## src/rtl/tcpu_pkg.sv

```systemverilog
package tcpu_pkg;
  localparam int WORD_W  = 8;
  localparam int REG_CNT = 4;
  localparam int RSEL_W  = $clog2(REG_CNT);
  localparam int IMM_W   = 4;

  typedef enum logic [1:0] {
    OP_LOAD  = 2'b00,
    OP_ADD   = 2'b01,
    OP_STORE = 2'b10,
    OP_HALT  = 2'b11
  } op_e;

  typedef enum logic [2:0] {
    ST_REQ,
    ST_FETCH,
    ST_DECODE,
    ST_EXEC,
    ST_HALT
  } state_e;

  typedef struct packed {
    op_e               op;
    logic [RSEL_W-1:0] dst;
    logic [RSEL_W-1:0] src;
    logic [IMM_W-1:0]  imm;
  } dec_t;

  function automatic dec_t decode_word(input logic [WORD_W-1:0] w);
    dec_t d;
    d.op  = op_e'(w[7:6]);
    d.dst = w[5:4];
    d.src = w[1:0];
    d.imm = w[3:0];
    return d;
  endfunction
endpackage

```

## src/rtl/tcpu_rst_sync.sv

```systemverilog
module tcpu_rst_sync #(
  parameter int STAGES = 2
) (
  input  logic clk,
  input  logic rst_n,
  output logic rst_sync_n
);
  logic [STAGES-1:0] chain_q;

  always_ff @(posedge clk or negedge rst_n) begin
    if (!rst_n) chain_q <= '0;
    else        chain_q <= {chain_q[STAGES-2:0], 1'b1};
  end

  assign rst_sync_n = chain_q[STAGES-1];
endmodule

```

## src/rtl/tcpu_regfile.sv

```systemverilog
module tcpu_regfile
  import tcpu_pkg::*;
#(
  parameter int W = WORD_W,
  parameter int N = REG_CNT,
  localparam int SW = $clog2(N)
) (
  input  logic          clk,
  input  logic          rst_n,
  input  logic          we,
  input  logic [SW-1:0] waddr,
  input  logic [W-1:0]  wdata,
  input  logic [SW-1:0] ra,
  output logic [W-1:0]  rda,
  input  logic [SW-1:0] rb,
  output logic [W-1:0]  rdb,
  input  logic [SW-1:0] rdbg,
  output logic [W-1:0]  rddbg
);
  logic [N-1:0][W-1:0] regs;

  for (genvar i = 0; i < N; i++) begin : g_reg
    logic         en;
    logic [W-1:0] q;

    assign en = we && (waddr == SW'(i));

    always_ff @(posedge clk or negedge rst_n) begin
      if (!rst_n)  q <= '0;
      else if (en) q <= wdata;
    end

    assign regs[i] = q;
  end

  assign rda   = regs[ra];
  assign rdb   = regs[rb];
  assign rddbg = regs[rdbg];
endmodule

```

## src/rtl/tcpu_adder.sv

```systemverilog
module tcpu_adder #(
  parameter int W = 8
) (
  input  logic [W-1:0] a,
  input  logic [W-1:0] b,
  output logic [W-1:0] sum
);
  // Ripple chain; the carry out of the top bit is never formed, so results wrap.
  logic [W-1:0] carry;

  assign carry[0] = 1'b0;

  for (genvar i = 0; i < W; i++) begin : g_bit
    logic p;
    assign p      = a[i] ^ b[i];
    assign sum[i] = p ^ carry[i];
    if (i < W - 1) begin : g_carry
      assign carry[i+1] = (a[i] & b[i]) | (carry[i] & p);
    end
  end
endmodule

```

## src/rtl/tcpu_ctrl.sv

```systemverilog
module tcpu_ctrl
  import tcpu_pkg::*;
#(
  parameter int PC_W = 8
) (
  input  logic              clk,
  input  logic              rst_n,
  input  logic [WORD_W-1:0] imem_rdata,
  output logic              imem_en,
  output logic [PC_W-1:0]   imem_addr,
  output logic              ir_load,
  output logic              exec,
  output dec_t              dec,
  output logic              halted
);
  state_e            state_q, state_d;
  logic [PC_W-1:0]   pc_q, pc_d;
  logic [WORD_W-1:0] ir_q;
  dec_t              dec_q;
  logic              dec_en;

  always_comb begin
    state_d = state_q;
    unique case (state_q)
      ST_REQ:    state_d = ST_FETCH;
      ST_FETCH:  state_d = ST_DECODE;
      ST_DECODE: state_d = ST_EXEC;
      ST_EXEC:   state_d = (dec_q.op == OP_HALT) ? ST_HALT : ST_REQ;
      ST_HALT:   state_d = ST_HALT;
      default:   state_d = ST_HALT;
    endcase
  end

  assign ir_load = (state_q == ST_FETCH);
  assign dec_en  = (state_q == ST_DECODE);
  assign pc_d    = pc_q + PC_W'(1);

  always_ff @(posedge clk or negedge rst_n) begin
    if (!rst_n) state_q <= ST_REQ;
    else        state_q <= state_d;
  end

  always_ff @(posedge clk or negedge rst_n) begin
    if (!rst_n)       pc_q <= '0;
    else if (ir_load) pc_q <= pc_d;
  end

  always_ff @(posedge clk or negedge rst_n) begin
    if (!rst_n)       ir_q <= '0;
    else if (ir_load) ir_q <= imem_rdata;
  end

  always_ff @(posedge clk or negedge rst_n) begin
    if (!rst_n)      dec_q <= '0;
    else if (dec_en) dec_q <= decode_word(ir_q);
  end

  assign imem_en   = (state_q == ST_REQ);
  assign imem_addr = pc_q;
  assign exec      = (state_q == ST_EXEC);
  assign dec       = dec_q;
  assign halted    = (state_q == ST_HALT) || (exec && dec_q.op == OP_HALT);
endmodule

```

## src/rtl/tiny_cpu8.sv

```systemverilog
module tiny_cpu8
  import tcpu_pkg::*;
#(
  parameter int PC_W        = 8,
  parameter int SYNC_STAGES = 2,
  localparam int DADDR_W    = IMM_W
) (
  input  logic               clk,
  input  logic               rst_n,
  output logic               imem_en,
  output logic [PC_W-1:0]    imem_addr,
  input  logic [WORD_W-1:0]  imem_rdata,
  output logic               dmem_we,
  output logic [DADDR_W-1:0] dmem_addr,
  output logic [WORD_W-1:0]  dmem_wdata,
  output logic               halted,
  input  logic [RSEL_W-1:0]  dbg_sel,
  output logic [WORD_W-1:0]  dbg_data
);
  logic              rst_sync_n;
  logic              ir_load;
  logic              exec;
  dec_t              dec;
  logic              rf_we;
  logic [WORD_W-1:0] rf_wdata;
  logic [WORD_W-1:0] rd_dst;
  logic [WORD_W-1:0] rd_src;
  logic [WORD_W-1:0] sum;

  tcpu_rst_sync #(.STAGES(SYNC_STAGES)) u_rst (
    .clk        (clk),
    .rst_n      (rst_n),
    .rst_sync_n (rst_sync_n)
  );

  tcpu_ctrl #(.PC_W(PC_W)) u_ctrl (
    .clk        (clk),
    .rst_n      (rst_sync_n),
    .imem_rdata (imem_rdata),
    .imem_en    (imem_en),
    .imem_addr  (imem_addr),
    .ir_load    (ir_load),
    .exec       (exec),
    .dec        (dec),
    .halted     (halted)
  );

  tcpu_regfile #(.W(WORD_W), .N(REG_CNT)) u_rf (
    .clk   (clk),
    .rst_n (rst_sync_n),
    .we    (rf_we),
    .waddr (dec.dst),
    .wdata (rf_wdata),
    .ra    (dec.dst),
    .rda   (rd_dst),
    .rb    (dec.src),
    .rdb   (rd_src),
    .rdbg  (dbg_sel),
    .rddbg (dbg_data)
  );

  tcpu_adder #(.W(WORD_W)) u_add (
    .a   (rd_dst),
    .b   (rd_src),
    .sum (sum)
  );

  always_comb begin
    rf_we    = 1'b0;
    rf_wdata = sum;
    if (exec) begin
      unique case (dec.op)
        OP_LOAD: begin
          rf_we    = 1'b1;
          rf_wdata = {{(WORD_W-IMM_W){1'b0}}, dec.imm};
        end
        OP_ADD:  rf_we = 1'b1;
        default: rf_we = 1'b0;
      endcase
    end
  end

  assign dmem_we    = exec && (dec.op == OP_STORE);
  assign dmem_addr  = dec.imm;
  assign dmem_wdata = rd_dst;
endmodule

```

## config.mk

```make
export PLATFORM = sky130hd
export DESIGN_NAME = tiny_cpu8
export DESIGN_NICKNAME = d
export VERILOG_FILES = /design/src/rtl/tcpu_pkg.sv /design/src/rtl/tcpu_rst_sync.sv /design/src/rtl/tcpu_regfile.sv /design/src/rtl/tcpu_adder.sv /design/src/rtl/tcpu_ctrl.sv /design/src/rtl/tiny_cpu8.sv
export SDC_FILE = /design/constraint.sdc
export NUM_CORES = 1
export LEC_CHECK = 0
export BUFFER_PORTS_ARGS = -buffer_cell sky130_fd_sc_hd__buf_2
export CAP_MARGIN = 20
export CORE_UTILIZATION = 55
export CTS_CLUSTER_SIZE = 16
export DETAILED_ROUTE_END_ITERATION = 7
export GPL_TIMING_DRIVEN = 0
export HOLD_SLACK_MARGIN = 0.15
export PLACE_DENSITY_LB_ADDON = 0.15
export SLEW_MARGIN = 10
export SYNTH_ARGS = -nofsm -noshare
export SYNTH_HDL_FRONTEND = slang
export SYNTH_SLANG_ARGS = --single-unit
```

## constraint.sdc

```tcl
create_clock -name clk -period 5.07 [get_ports clk]
set_input_delay 0.507 -clock clk [delete_from_list [all_inputs] [get_ports clk]]
set_output_delay 0.507 -clock clk [all_outputs]
set_load 0.1 [all_outputs]
```

==> impl_results.md <==
- Flop pwr share: 31.7%
- Sequential area share after synthesis: roughly 48%
- Post-Route WL: 6460 um
- Fin crit share: between 90% and 100%
- Max cap viols: 0
- Antenna diodes: 0
- Count leader, synth: dfrtp_1
- Area of the multi-input gates: around 1500 um2
- Sink Count: 61
- Die height: 78.4 um
- Switching share of power: 48.2%
- CP startpoint kind: flip-flop
- Die ar.: about 6100 um2
- Largest net degree at the start of global routing: 60
- Register area: 1530 um2
- Hold Crit Class: reg2reg
- Via density: 5.55
- Iter 0 DRT Violations: about 100
- Setup Skew: roughly 0.013 ns
- Setup TNS: 0 ns
- NetSw: 1.14 mW
- Cts bufs inserted: 9
- Synth top area share: a little under half
- Most frequent CP cell: fa_1
- Routed Antenna Nets: 0
- PortBufs: 40
- RSZ-0062 raised after global routing: no
- R2R Setup Slk: between 0.3 and 0.4 ns
- CP peak stage delay: between 0.5 and 0.6 ns
- Post-CTS Resized: 0
- Core Box Area: roughly 5600 um2
- Via count: between 2000 and 2500
- Kind of critical path: reg2reg
- Vias in the first global route: 2085
- Pre-CTS setup slack: 0.422 ns
- Fin nets: around 310
- Final hold violation count: 0
- Netlist cell types: 40
- Detailed Place HPWL: between 4000 and 5000 um
- Slew Limit Fails: 0
- Post-CTS Hold Buffers: 1
- Top cell type by total area after synthesis: dfrtp_1
- Worst-path maximum fanout: 10
- Drt first pass iters: 4
- Cell Area, Synth: roughly 3200 um2
- FFs w/ async S/R, synth: 100%
- Synth warn: 0
- Max Freq: 214 MHz
- Run status: complete, no violations
- Initial Util: between 50% and 60%
- CTS Buffer Depth: 2
- Post-synth EDFFs: 0
- Clock share of power: between 10% and 20%
- Top_reg_cell synth: dfrtp_1
- Worst-Margin Slew: between 0.7 and 0.8 ns
- First-pass GRT wire length: roughly 11000 um
- Static Leak: roughly 1.7 nW
- Worst-path cell chain: buf_1 -> mux4_2 -> ha_1 -> fa_1 -> fa_1 -> fa_1 -> inv_1 -> fa_1 -> inv_1 -> fa_1 -> fa_1 -> xor2_2 -> xnor2_2 -> o22ai_1
- WL/cell: between 15 and 20 um
- Nature of the critical path endpoint: flip-flop
- FF+latch count, synth: between 60 and 70
- CP required: about 5.3 ns
- Worst-Skew Late Latency: 0.33 ns
- Gpl congestion: between 0.7 and 0.8
- Total GRT Usage: roughly a quarter
- Residual DRC: 0
- CTS tree: done
- Syn Inst Count: 242
- Top cells by area, synth: dfrtp_1 48%, mux4_2 15%, mux2_2 7.0%
- CP max stage cell: buf_1
- Rows: 27
- Fillers: between 400 and 500
- Power consumption: between 2 and 2.5 mW
- CTS root buffer: clkbuf_8
- Die Wd: just under 80 um
- H-Tree Depth: 3
- Max IR drop VDD: between 0.0005 and 0.0006 V
- # IOs: between 40 and 50
- Top cells by count, synth: 61 x dfrtp_1, 28 x nand2_1, 22 x mux4_2, 20 x mux2_2, 13 x o21ai_0
- Worst setup margin: between 0.3 and 0.4 ns
- Slew margin rel.: around 50%
- Mean Syn Cell Area: between 10 and 15 um2
- CTS clock-pin slew for the worst setup and hold paths: 0.06 ns
- Combinational power share: 50.6%
- Pwr dens: 639 nW/um2
- Syn_nets: 262
- Fraction of layout cells with a size suffix above 1: between 40% and 50%
- Setup-failing EPs final: 0
- Total grt overflow: 0
- Initial antenna violation count: 0
- Postcts setup bufs: 0
- Area growth syn-to-layout: 15.5%
- Internal power: around 1.2 mW
- Min cycle time layout: around 4.7 ns
- Arrival time worst endpoint: about 4.9 ns
-- metal layers --
metal  vias up  routed length, um  track usage, %
li1        977                  -               -
met1      1021               2940            33.0
met2        56               3130            37.2
met3         4                331            4.88
met4         0                 53            10.0
met5         -                  0               0
-- through the flow --
step                      hold slack [ns]  std cells  instance area [um2]  util (%)
after detailed placement            0.295        354                 3500      62.8
after global placement              0.292        354                 3500      62.7
final                               0.368        371                 3700      66.4
after CTS                           0.373        371                 3700      66.4
after floorplan                     0.211        242                 3210         -
after global routing                0.373        371                 3700      66.4
-- flip-flops by register name, indices dropped and copies added, names as in the netlist --
name,flops
u_ctrl.dec,8
u_ctrl.imem_addr,8
u_ctrl.ir_q,8
u_ctrl.state_q,3
u_rf.g.q,32
u_rst.chain_q,2
-- area by class of cell --
type                            count  share of cell area, %
Timing Repair Buffer               41                   5.68
Inverter                            7                  0.709
Clock buffer                       12                   3.92
Clock inverter                      4                   1.28
Tap cell                           72                   2.43
Buffer                             20                   3.18
Multi-Input combinational cell    154                   41.5
Sequential cell                    61                   41.3
-- cells in the final DEF (no fill, tap or decap), types with 3 or more instances in the layout --
cell / instances
o31ai_1: 3
nand3_1: 3
clkbuf_8: 10
dfrtp_1: 60
buf_2: 50
nor2_1: 7
nand2_1: 28
fa_1: 6
mux2i_1: 4
xnor2_1: 5
buf_4: 4
o21ai_0: 13
clkbuf_1: 4
nand4_1: 4
mux4_2: 22
mux2_2: 20
o21ai_1: 7
a21oi_1: 4
nand2b_1: 3
inv_1: 7
-- cell families (layout without fill, tap and decap cells) --
group / after synthesis / in the layout / share of synthesized area (%)
AO/OA/AOI/OAI: 29 / 29 / 4.84
XOR/XNOR: 9 / 9 / 2.93
adder cells (fa/ha/maj): 8 / 8 / 4.53
buffers and inverters: 27 / 84 / 4.49
flip-flops: 61 / 61 / 47.6
multiplexers: 49 / 49 / 25.7
other: 1 / 1 / 0.117
AND/OR/NAND/NOR: 58 / 58 / 9.79
-- worst max-delay path, delay by kind of cell (launching register included) --
family	cells	cell delay, ns
xor gates and xnor gates	2	0.46
DFF	1	0.40
buffers and inverters	3	0.67
AOI/OAI and AO/OA	1	0.14
muxes	1	0.42
adders and majority gates	7	2.47
-- power groups by stage --
stage                     clock network (mW)  logic, mW  registers (mW)
after CTS                              0.429       1.21           0.751
after detailed placement                   0       1.21           0.761
after global routing                   0.450       1.26           0.775
after floorplan                            0      0.901           0.861
after global placement                     0       1.19           0.756
final                                  0.419       1.20           0.751
-- final timing paths --
path                                       startpoint                              end  cells after the start
min in group asynchronous  u_rst.chain_q[1]$_DFF_PN0_   u_rf.g_reg[0].q[2]$_DFFE_PN0P_                      0
max in group asynchronous  u_rst.chain_q[1]$_DFF_PN0_  u_ctrl.imem_addr[4]$_DFFE_PN0N_                      0
max reg2reg                 u_ctrl.dec[7]$_DFFE_PN0N_   u_rf.g_reg[1].q[7]$_DFFE_PN0P_                     14
min reg2reg                u_rst.chain_q[0]$_DFF_PN0_       u_rst.chain_q[1]$_DFF_PN0_                      0
min                        u_rst.chain_q[0]$_DFF_PN0_       u_rst.chain_q[1]$_DFF_PN0_                      0
max                         u_ctrl.dec[7]$_DFFE_PN0N_   u_rf.g_reg[1].q[7]$_DFFE_PN0P_                     14
(Power assumes the default switching activity.)
